[config.mk]
export PLATFORM = sky130hd
export DESIGN_NAME = lockbus_arbiter
export DESIGN_NICKNAME = d
export VERILOG_FILES = /design/src/rtl/lockbus_pkg.sv /design/src/rtl/lockbus_rst_sync.sv /design/src/rtl/lockbus_pick.sv /design/src/rtl/lockbus_rotor.sv /design/src/rtl/lockbus_owner.sv /design/src/rtl/lockbus_arbiter.sv
export SDC_FILE = /design/constraint.sdc
export NUM_CORES = 1
export LEC_CHECK = 0
export CAP_MARGIN = 15
export CORE_AREA = 2 2 39 41
export DETAILED_ROUTE_END_ITERATION = 10
export DIE_AREA = 0 0 41 43
export DONT_BUFFER_PORTS = 1
export GPL_ROUTABILITY_DRIVEN = 0
export GPL_TIMING_DRIVEN = 0
export MAX_ROUTING_LAYER = met4
export PLACE_DENSITY = 0.71
export SLEW_MARGIN = 15
export SYNTH_ARGS = -nofsm -noshare
export SYNTH_HDL_FRONTEND = slang
export SYNTH_HIERARCHICAL = 1
export SYNTH_SLANG_ARGS = --single-unit
[constraint.sdc]
create_clock -name clk_i -period 0.9 [get_ports clk_i]
set_input_delay 0.135 -clock clk_i [delete_from_list [all_inputs] [get_ports clk_i]]
set_output_delay 0.135 -clock clk_i [all_outputs]
set_load 0.02 [all_outputs]
[src/rtl/lockbus_pkg.sv]
package lockbus_pkg;

  typedef enum logic {
    PRIO_FIXED  = 1'b0,
    PRIO_ROTATE = 1'b1
  } prio_mode_e;

endpackage

[src/rtl/lockbus_rst_sync.sv]
module lockbus_rst_sync #(
  parameter int STAGES = 2
) (
  input  logic clk_i,
  input  logic rst_ni,
  output logic rst_sync_no
);

  logic [STAGES-1:0] sync_q;

  always_ff @(posedge clk_i or negedge rst_ni) begin
    if (!rst_ni) begin
      sync_q <= '0;
    end else begin
      sync_q <= {sync_q[STAGES-2:0], 1'b1};
    end
  end

  assign rst_sync_no = sync_q[STAGES-1];

endmodule

[src/rtl/lockbus_pick.sv]
module lockbus_pick #(
  parameter int N     = 4,
  parameter int IDX_W = $clog2(N)
) (
  input  logic [N-1:0]     req_i,
  input  logic [IDX_W-1:0] start_i,
  output logic [N-1:0]     pick_o,
  output logic [IDX_W-1:0] pick_idx_o,
  output logic             any_o
);

  logic             found;
  logic [IDX_W-1:0] win_idx;

  // Walk the ring from start_i; the first active request wins.
  always_comb begin
    found   = 1'b0;
    win_idx = '0;
    for (int k = 0; k < N; k++) begin
      int pos;
      pos = int'(start_i) + k;
      if (pos >= N) pos = pos - N;
      if (!found && req_i[pos]) begin
        found   = 1'b1;
        win_idx = IDX_W'(pos);
      end
    end
  end

  always_comb begin
    pick_o          = '0;
    pick_o[win_idx] = found;
  end

  assign pick_idx_o = win_idx;
  assign any_o      = found;

endmodule

[src/rtl/lockbus_rotor.sv]
module lockbus_rotor #(
  parameter int N     = 4,
  parameter int IDX_W = $clog2(N)
) (
  input  logic             clk_i,
  input  logic             rst_ni,
  input  logic             win_i,
  input  logic [IDX_W-1:0] win_idx_i,
  output logic [IDX_W-1:0] ptr_o
);

  localparam logic [IDX_W-1:0] LAST_IDX = IDX_W'(N - 1);

  logic [IDX_W-1:0] ptr_q;
  logic [IDX_W-1:0] ptr_d;
  logic             ptr_en;

  assign ptr_en = win_i;

  always_comb begin
    if (win_idx_i == LAST_IDX) ptr_d = '0;
    else                       ptr_d = win_idx_i + IDX_W'(1);
  end

  always_ff @(posedge clk_i or negedge rst_ni) begin
    if (!rst_ni) begin
      ptr_q <= '0;
    end else if (ptr_en) begin
      ptr_q <= ptr_d;
    end
  end

  assign ptr_o = ptr_q;

endmodule

[src/rtl/lockbus_owner.sv]
module lockbus_owner #(
  parameter int N = 4
) (
  input  logic         clk_i,
  input  logic         rst_ni,
  input  logic [N-1:0] req_i,
  input  logic         hold_i,
  input  logic [N-1:0] pick_i,
  input  logic         any_i,
  output logic [N-1:0] grant_o,
  output logic         busy_o,
  output logic         win_o
);

  logic [N-1:0] grant_q, grant_d;
  logic         busy_q, busy_d;
  logic         owner_req;
  logic         release_now;
  logic         state_en;

  assign owner_req   = |(grant_q & req_i);
  assign release_now = busy_q && !owner_req && !hold_i;
  assign win_o       = !busy_q && any_i;
  assign state_en    = !busy_q || release_now;

  always_comb begin
    grant_d = grant_q;
    busy_d  = busy_q;
    if (busy_q) begin
      if (release_now) begin
        grant_d = '0;
        busy_d  = 1'b0;
      end
    end else begin
      grant_d = any_i ? pick_i : '0;
      busy_d  = any_i;
    end
  end

  always_ff @(posedge clk_i or negedge rst_ni) begin
    if (!rst_ni) begin
      grant_q <= '0;
      busy_q  <= 1'b0;
    end else if (state_en) begin
      grant_q <= grant_d;
      busy_q  <= busy_d;
    end
  end

  assign grant_o = grant_q;
  assign busy_o  = busy_q;


  grant_onehot_chk: assert property (@(posedge clk_i) disable iff (!rst_ni)
    $onehot0(grant_q) && (busy_q == (grant_q != '0)));


  free_req_claims_chk: assert property (@(posedge clk_i) disable iff (!rst_ni)
    (!busy_q && (req_i != '0)) |=> busy_q);


  grant_to_requester_chk: assert property (@(posedge clk_i) disable iff (!rst_ni)
    $rose(busy_q) |-> ((grant_q & $past(req_i)) != '0));


  owner_keeps_chk: assert property (@(posedge clk_i) disable iff (!rst_ni)
    (busy_q && ((grant_q & req_i) != '0)) |=> (busy_q && $stable(grant_q)));


  hold_keeps_chk: assert property (@(posedge clk_i) disable iff (!rst_ni)
    (busy_q && hold_i) |=> (busy_q && $stable(grant_q)));


  release_chk: assert property (@(posedge clk_i) disable iff (!rst_ni)
    (busy_q && ((grant_q & req_i) == '0) && !hold_i) |=> !busy_q);


  idle_stays_chk: assert property (@(posedge clk_i) disable iff (!rst_ni)
    (!busy_q && (req_i == '0)) |=> (!busy_q && (grant_q == '0)));

endmodule

[src/rtl/lockbus_arbiter.sv]
module lockbus_arbiter
  import lockbus_pkg::*;
#(
  parameter int N = 4
) (
  input  logic         clk_i,
  input  logic         rst_ni,
  input  logic         rotate_i,
  input  logic         hold_i,
  input  logic [N-1:0] req_i,
  output logic [N-1:0] grant_o,
  output logic         busy_o
);

  localparam int IDX_W = (N > 1) ? $clog2(N) : 1;

  prio_mode_e       mode;
  logic             rst_n;
  logic [IDX_W-1:0] ptr;
  logic [IDX_W-1:0] start;
  logic [N-1:0]     pick;
  logic [IDX_W-1:0] pick_idx;
  logic             pick_any;
  logic             win;

  assign mode  = prio_mode_e'(rotate_i);
  assign start = (mode == PRIO_ROTATE) ? ptr : '0;

  lockbus_rst_sync #(.STAGES(2)) i_rst_sync (
    .clk_i       (clk_i),
    .rst_ni      (rst_ni),
    .rst_sync_no (rst_n)
  );

  lockbus_pick #(.N(N), .IDX_W(IDX_W)) i_pick (
    .req_i      (req_i),
    .start_i    (start),
    .pick_o     (pick),
    .pick_idx_o (pick_idx),
    .any_o      (pick_any)
  );

  lockbus_rotor #(.N(N), .IDX_W(IDX_W)) i_rotor (
    .clk_i     (clk_i),
    .rst_ni    (rst_n),
    .win_i     (win),
    .win_idx_i (pick_idx),
    .ptr_o     (ptr)
  );

  lockbus_owner #(.N(N)) i_owner (
    .clk_i   (clk_i),
    .rst_ni  (rst_n),
    .req_i   (req_i),
    .hold_i  (hold_i),
    .pick_i  (pick),
    .any_i   (pick_any),
    .grant_o (grant_o),
    .busy_o  (busy_o),
    .win_o   (win)
  );


  fixed_lowest_wins_chk: assert property (@(posedge clk_i) disable iff (!rst_n)
    (!busy_o && !rotate_i && req_i[0]) |=> grant_o[0]);

endmodule

==> qor_table.md, run 1 <==
| Metric | Value |
|:---|:---|
| Num CTS Buffers | 3 |
| Remaining global-route overflow | 0 |
| Final critical-path required period | 1740 ps |
| Final Hold Violating Endpoints | 0 |
| Insertion delay of the later-clocked pin in the worst-skew pair | 250 ps |
| Worst hold slack | 66.1 ps |
| Setup repair after global routing missed its margin | true |
| Total routed wirelength | 1220 um |
| Violated checks | setup timing |
| Async SR Flop Fraction | 1.00 |
| Outcome | finished with violations |
| Number of enable-type register cells in the synthesized netlist | 0 |
| Maximum level of the CTS H-tree | 1 |
| Die outline width | 41 um |
| TritonCTS clock tree | yes |
| Count of mapped cells out of synthesis | 69 |
| Maximum number of pins on one net before global-route repair | 11 |
| Yosys reg bits | 9 |
| Category of the worst setup path capture point | flip-flop |
| Starting Density | 0.455 |
| Area of the die | 0.00176 mm^2 |
| Overall Global Routing Usage | 0.157 |
| Max-slew violation count | 0 |
| Vias in the first global route | 459 |
| Antenna violations before repair | 0 |
| Boundary Pins | 13 |
| Total clock sinks | 9 |
| Maxcap violations | 0 |
| Most used flip-flop cell after synthesis | sky130_fd_sc_hd__dfrtp_1 |
| Maximum clock skew at final layout | 0.627 ps |
| Critical path's largest stage delay | 370 ps |
| Number of warnings issued by yosys | 6 |
| Core region area | 0.00138 mm^2 |
| Global-route wire length before repair | 1840 um |
| Post-route ant nets | 0 |
| DR vias | 516 |
| Critical-path cell list | and2_4 -> buf_6 -> mux2i_1 -> nor2_1 -> a311oi_2 -> ha_1 -> mux2_2 |
| DR pass1 iterations | 4 |
| Number of library cell types mapped by synthesis | 32 |
| Number of inserted diodes | 0 |
| Mean number of vias per cell | 5.55 |
| Initial drt markers | 11 |
| Number of I/O port buffers | 0 |
| Post-Synthesis Cell Area | 629 um^2 |
| Worst hold path type | in -> reg |
| Power Density | 2450 mW/mm^2 |
| Routed length per instance | 13.1 um |
| Design Power | 1800 uW |
| F_max | 575 MHz |
| Crit share post-route | 1.93 |
| Die height | 43 um |
| Core Util, Final | 0.532 |
| HPWL after detailed placement | 903 um |
| CTS root buffer | sky130_fd_sc_hd__clkbuf_4 |
| Maximum net fanout on the critical path | 5 |
| Req. time, crit path | 1030 ps |
| Clock-pin transition on the worst setup and hold timing paths | 50 ps |
| Sequential share of the synthesized area | 0.358 |
| Startpoint class of the critical path | flip-flop |
| Maximum root-to-sink buffer count | 2 |
| DRC violation count after routing | 0 |
| Number of cell rows | 14 |
| Setup-violating endpoint count in the final report | 7 |
| Net count after synthesis | 78 |
| Classification of the worst setup path | reg -> reg |
| Leak Pwr | 0.000314 uW |
| Post-route setup TNS | -4100 ps |
| Final worst-path setup slack | -841 ps |
| Nets | 87 |
| Layout cell share with drive strength beyond 1 | 0.351 |
| Max stage delay cell, worst path | sky130_fd_sc_hd__dfrtp_1 |
| CP arrival | 1870 ps |
| Peak supply drop | 1060 uV |
| Average cell area after synthesis | 9.12 um^2 |
| Post-synthesis to final-layout area growth | 16.9% |
-- logic make-up after synthesis --
kind of cell / synth area share
other: 0.00596
DFF: 0.358
and+or+nand+nor: 0.161
muxes: 0.0517
AOI/OAI and AO/OA: 0.326
adders and majority gates: 0.0199
buffers and inverters: 0.0775
-- metrics by stage --
stage | instances | cell area, um^2 | setup slack (ps)
floorplan | 69 | 636 | -789
global placement | 85 | 656 | -892
detailed placement | 85 | 656 | -923
CTS | 92 | 717 | -838
global route | 93 | 736 | -921
finish | 93 | 736 | -841
-- synth_stat cells, drive strengths merged, types with 2 or more instances --
library cell	count	area, um^2
dfrtp	9	225
o21ai	5	25.0
a21oi	5	25.0
mux2	2	22.5
o221a	2	22.5
a31oi	2	12.5
a32oi	2	17.5
buf	4	32.5
nor2	8	30.0
and2	3	18.8
inv	3	11.3
nand2	6	22.5
and2b	2	16.3
-- critical path: cells and delay by family (launching register included) --
kind,cells,cell delay (ps)
adders and majority gates,1,280
DFF,1,370
buffers and inverters,1,120
and+or+nand+nor,2,200
AOI/OAI and AO/OA,1,250
muxes,2,390
-- state kept, by name, summed over array words and instances (netlist names) --
signal,cells
i_rotor/ptr_o,2
i_owner/grant_o,4
i_owner/busy_o,1
i_rst_sync/sync_q,2
-- layout by cell type (no fill, tap or decap), types with 2 or more instances in the layout --
cell type                  synthesis  routed
sky130_fd_sc_hd__nor2_1            8       8
sky130_fd_sc_hd__nand2_1           6       6
sky130_fd_sc_hd__dfrtp_1           9       5
sky130_fd_sc_hd__a21oi_1           5       5
sky130_fd_sc_hd__dfrtp_2           0       4
sky130_fd_sc_hd__clkbuf_4          0       3
sky130_fd_sc_hd__o21ai_0           4       3
sky130_fd_sc_hd__buf_4             0       3
sky130_fd_sc_hd__and2_4            0       2
sky130_fd_sc_hd__buf_2             2       2
sky130_fd_sc_hd__a32oi_1           2       2
sky130_fd_sc_hd__o21ai_1           1       2
sky130_fd_sc_hd__a31oi_1           2       2
sky130_fd_sc_hd__inv_1             3       2
sky130_fd_sc_hd__buf_6             2       2
sky130_fd_sc_hd__o221a_2           2       2
sky130_fd_sc_hd__mux2_2            2       2
-- cell type report --
| type | instances | area (um^2) |
|---|---|---|
| plain buffers | 5 | 37.5 |
| clock buffers | 4 | 26.3 |
| fillers | 137 | 648 |
| inverters | 3 | 11.3 |
| multi-input cells | 52 | 378 |
| flip-flops and latches | 9 | 230 |
| well taps | 16 | 20.0 |
| repair buffers | 4 | 32.5 |
-- power by group --
part / switching (uW) / total (uW) / internal (uW)
Combinational: 348 / 749 / 400
Sequential: 219 / 762 / 543
Clock: 119 / 288 / 169
-- repair_timing --
| item | CTS | global route |
|---|---|---|
| hold buffers | 1 | 0 |
| pin swaps | 3 | 5 |
| setup buffers | 2 | 1 |
| setup endpoints to repair | 10 | 7 |
| hold endpoints to repair | 2 | 0 |
| resized for setup | 5 | 2 |
-- routing by layer --
| layer | vias up | global-route usage | wire length, um |
|---|---|---|---|
| li1 | 265 | - | - |
| met4 | 0 | 0.100 | 12 |
| met2 | 4 | 0.222 | 608 |
| met5 | - | - | 0 |
| met3 | 2 | 0.0209 | 30 |
| met1 | 245 | 0.203 | 571 |
-- path summary, 6_finish.rpt --
check                                                    start                        endpoint  slack (ps)  cells after the start
worst max-delay path              i_rotor/ptr_o[1]$_DFFE_PN0P_    i_rotor/ptr_o[1]$_DFFE_PN0P_        -840                      7
worst min-delay path                                  req_i[0]  i_owner/grant_o[0]$_DFFE_PN0P_          70                      2
worst max register to register    i_rotor/ptr_o[1]$_DFFE_PN0P_    i_rotor/ptr_o[1]$_DFFE_PN0P_        -840                      7
worst min register to register  i_rst_sync/sync_q[1]$_DFF_PN0_    i_rotor/ptr_o[1]$_DFFE_PN0P_         100                      0
max in group asynchronous       i_rst_sync/sync_q[1]$_DFF_PN0_  i_owner/grant_o[2]$_DFFE_PN0P_         570                      0
min in group asynchronous       i_rst_sync/sync_q[1]$_DFF_PN0_    i_rotor/ptr_o[1]$_DFFE_PN0P_         100                      0
No activity file was read; power rests on OpenSTA's default activity.
==> inputs of run 2 (changes only) <==
--- a/config.mk
+++ b/config.mk
@@ -5,15 +5,16 @@
 export SDC_FILE = /design/constraint.sdc
 export NUM_CORES = 1
 export LEC_CHECK = 0
+export ABC_AREA = 1
 export CAP_MARGIN = 15
-export CORE_AREA = 2 2 39 41
+export CORE_AREA = 2 2 40 42
 export DETAILED_ROUTE_END_ITERATION = 10
-export DIE_AREA = 0 0 41 43
+export DIE_AREA = 0 0 42 44
 export DONT_BUFFER_PORTS = 1
 export GPL_ROUTABILITY_DRIVEN = 0
 export GPL_TIMING_DRIVEN = 0
 export MAX_ROUTING_LAYER = met4
-export PLACE_DENSITY = 0.71
+export PLACE_DENSITY_LB_ADDON = 0.05
 export SLEW_MARGIN = 15
 export SYNTH_ARGS = -nofsm -noshare
 export SYNTH_HDL_FRONTEND = slang
==> run 2 against run 1 <==
  * The run still ends with setup timing left
  * Register-to-register slack lost 20 ps
  * Setup slack lost 20 ps
  * Wire length rose by 35%
  * Non-clock buffer count fell by 2
  * Clock skew up 2.8 ps
  * Final cell count is 55% higher
  * Worst hold slack improved by 34 ps
  * Die area increased by 4.8%
  * Highest routed layer unchanged
==> qor_table.md, run 2 <==
| Metric | Value |
|:---|:---|
| Fillers | 121 |
| Detail Route met2 WL | 903 um |
| Leading post-synthesis cells by cell area | sky130_fd_sc_hd__dfrtp_1 28%, sky130_fd_sc_hd__nand2_1 22%, sky130_fd_sc_hd__nand2_2 11%, sky130_fd_sc_hd__nand3_2 7.6%, sky130_fd_sc_hd__inv_1 6.6% |
| Maximum net fanout on the critical path | 11 |
| Remaining global-route overflow | 0 |
| Number of enable-type register cells in the synthesized netlist | 0 |
| DP Area | 856 um^2 |
| Post-placement cell count | 133 |
| Violated checks | setup timing |
| Final Hold Violating Endpoints | 0 |
| Routed length per instance | 11.5 um |
| Classification of the worst setup path | reg -> reg |
| CTS root buffer | sky130_fd_sc_hd__clkbuf_4 |
| Setup-violating endpoint count in the final report | 8 |
| Vias in the first global route | 637 |
| Post-route ant nets | 0 |
| Number of I/O port buffers | 0 |
| Power Density | 3290 mW/mm^2 |
| Boundary Pins | 13 |
| Count of mapped cells out of synthesis | 117 |
| Num CTS Buffers | 3 |
| Number of cell rows | 14 |
| Max stage delay cell, worst path | sky130_fd_sc_hd__dfrtp_1 |
| Number of warnings issued by yosys | 6 |
| Total routed wirelength | 1650 um |
| Yosys reg bits | 9 |
| Worst slack at placement | -877 ps |
| Total clock sinks | 9 |
| Area leader, netlist | sky130_fd_sc_hd__dfrtp_1 |
| Most used flip-flop cell after synthesis | sky130_fd_sc_hd__dfrtp_1 |
| Leading cell types by count after synthesis | 47 x sky130_fd_sc_hd__nand2_1, 14 x sky130_fd_sc_hd__inv_1, 14 x sky130_fd_sc_hd__nand2_2, 9 x sky130_fd_sc_hd__dfrtp_1, 6 x sky130_fd_sc_hd__nand3_2 |
| DR top layer | met4 |
| Nets | 138 |
| Maximum root-to-sink buffer count | 2 |
| Maximum clock skew at final layout | 3.46 ps |
| Peak supply drop | 1960 uV |
| HPWL after detailed placement | 1220 um |
| Mean number of vias per cell | 4.93 |
| Final worst-path setup slack | -861 ps |
| DRC violation count after routing | 0 |
| Starting Density | 0.557 |
| DR vias | 710 |
| Outcome | finished with violations |
| Die height | 44 um |
| Worst hold path type | in -> async |
| Final design instance area without fill | 976 um^2 |
| Post-synthesis to final-layout area growth | 23.4% |
| Leak Pwr | 0.000538 uW |
| Antenna violations before repair | 0 |
| Number of inserted diodes | 0 |
| Met1 routed wirelength after detailed routing | 699 um |
| Maxcap violations | 0 |
| Final instance count without filler cells | 144 |
| Sequential share of the synthesized area | 0.285 |
| Setup repair after global routing missed its margin | true |
| Overall Global Routing Usage | 0.198 |
| Critical path's largest stage delay | 380 ps |
| DR pass1 iterations | 4 |
| Net count after synthesis | 126 |
| Global-route wire length before repair | 2710 um |
| Layout cell share with drive strength beyond 1 | 0.508 |
| Average cell area after synthesis | 6.76 um^2 |
| Die outline width | 42 um |
| Top cell type's share of synthesized area | 0.285 |
| Maximum level of the CTS H-tree | 1 |
| Critical-path cell list | nand2_1 -> inv_2 -> buf_12 -> inv_8 -> nand2_2 -> nand3_2 -> nand2_2 -> nor2_4 -> nand4_1 -> nand2_4 -> ha_4 -> nand2_1 -> nand2_1 |
| Leading cell type by number of instances after synthesis | sky130_fd_sc_hd__nand2_1 |
| Startpoint class of the critical path | flip-flop |
| F_max | 568 MHz |
| Area of the die | 0.00185 mm^2 |
| Max-slew violation count | 0 |
| Post-Synthesis Cell Area | 791 um^2 |
| Most used cells in the layout excluding fill and tap cells | 41 x sky130_fd_sc_hd__nand2_1, 17 x sky130_fd_sc_hd__nand2_2, 8 x sky130_fd_sc_hd__inv_2, 8 x sky130_fd_sc_hd__inv_1 |
| Crit share post-route | 1.96 |
| Async SR Flop Fraction | 1.00 |
| Dominant cell type by count on the critical path | sky130_fd_sc_hd__nand2_1 |
| CP arrival | 1920 ps |
| Core region area | 0.00142 mm^2 |
| Number of flip-flops in the largest register | 4 |
| Final critical-path required period | 1760 ps |
| Req. time, crit path | 1060 ps |
| TritonCTS clock tree | yes |
| Initial drt markers | 14 |
| Maximum number of pins on one net before global-route repair | 12 |
| Met3 routed wirelength | 34 um |
| Number of library cell types mapped by synthesis | 18 |
| Category of the worst setup path capture point | flip-flop |
| Insertion delay of the later-clocked pin in the worst-skew pair | 260 ps |
| Worst hold slack | 99.8 ps |
| Most frequent standard cell in the layout excluding fill and tap cells | sky130_fd_sc_hd__nand2_1 |
| Clock-pin transition on the worst setup and hold timing paths | 70 ps |
==> run 2: changes by cell type after synthesis, moves of 4 or more <==
cell                      delta
sky130_fd_sc_hd__nand2_1    +41
sky130_fd_sc_hd__o21ai_0     -4
sky130_fd_sc_hd__nor2_1      -5
sky130_fd_sc_hd__nand3_1     +5
sky130_fd_sc_hd__a21oi_1     -5
sky130_fd_sc_hd__nand3_2     +6
sky130_fd_sc_hd__nand2_2    +14
sky130_fd_sc_hd__inv_2       +4
sky130_fd_sc_hd__inv_1      +11
==> run 2: logic make-up after synthesis <==
group                    after synthesis  synth area share
AO/OA/AOI/OAI                          4            0.0443
adder cells (fa/ha/maj)                1            0.0158
other                                  1           0.00474
flip-flops                             9             0.285
buffers and inverters                 20             0.114
AND/OR/NAND/NOR                       82             0.536
==> run 2: area by class of cell <==
cell class / instances / area, um^2 / area share
clock buffer: 3 / 22.5 / 0.0231
multi-input combinational: 88 / 541 / 0.554
sequential: 9 / 230 / 0.236
inverter: 19 / 83.8 / 0.0859
timing repair buffer: 6 / 47.5 / 0.0487
tap: 16 / 20.0 / 0.0205
timing repair inverter: 1 / 6.26 / 0.00641
clock inverter: 1 / 5.00 / 0.00513
buffer: 1 / 20.0 / 0.0205
==> run 2: worst max-delay path: cells and delay by family (launching register included) <==
family	cells	cell delay, ps
adder cells (fa/ha/maj)	1	200
AND/OR/NAND/NOR	9	810
flip-flops	1	380
buffers and inverters	3	250
==> run 2: report_power, final <==
group          internal (uW)  switching, uW
combinational            805           1250
sequential               564            275
clock                    164            152
total                   1530           1680
==> run 2: worst paths after layout <==
kind | start | to | slack [ps] | cells past startpoint
worst max-delay path | i_rotor/ptr_o[0]$_DFFE_PN0P_ | i_rotor/ptr_o[1]$_DFFE_PN0P_ | -860 | 13
worst min-delay path | rst_ni | i_rst_sync/sync_q[0]$_DFF_PN0_ | 100 | 1
worst max register to register | i_rotor/ptr_o[0]$_DFFE_PN0P_ | i_rotor/ptr_o[1]$_DFFE_PN0P_ | -860 | 13
worst min register to register | i_rst_sync/sync_q[1]$_DFF_PN0_ | i_owner/grant_o[0]$_DFFE_PN0P_ | 110 | 0
max in group asynchronous | i_rst_sync/sync_q[1]$_DFF_PN0_ | i_owner/busy_o$_DFFE_PN0P_ | 550 | 0
min in group clk_i | hold_i | i_owner/busy_o$_DFFE_PN0P_ | 140 | 4
==> run 2: what timing repair did <==
action | in CTS | in global routing
hold endpoints to repair | 2 | 0
pin swaps | 0 | 5
buffers inserted | 2 | 3
hold buffers | 1 | 0
gates resized for setup | 6 | 10
cloned | 1 | 0
setup endpoints to repair | 9 | 10
==> run 2: layer usage <==
metal  global-route usage  vias up
met5                    -        -
met4               0.0581        0
met3               0.0292        2
met2                0.353       11
met1                0.230      326
li1                     -      371
==> run 2: per-stage QoR <==
stage | utilization | TNS [ps] | power [uW]
final | 0.688 | -5440 | 3210
after global routing | 0.688 | -6230 | 3510
after global placement | 0.603 | -4960 | 2540
after detailed placement | 0.603 | -5260 | 2580
after floorplan | - | -4160 | 2320
after CTS | 0.654 | -5180 | 3020
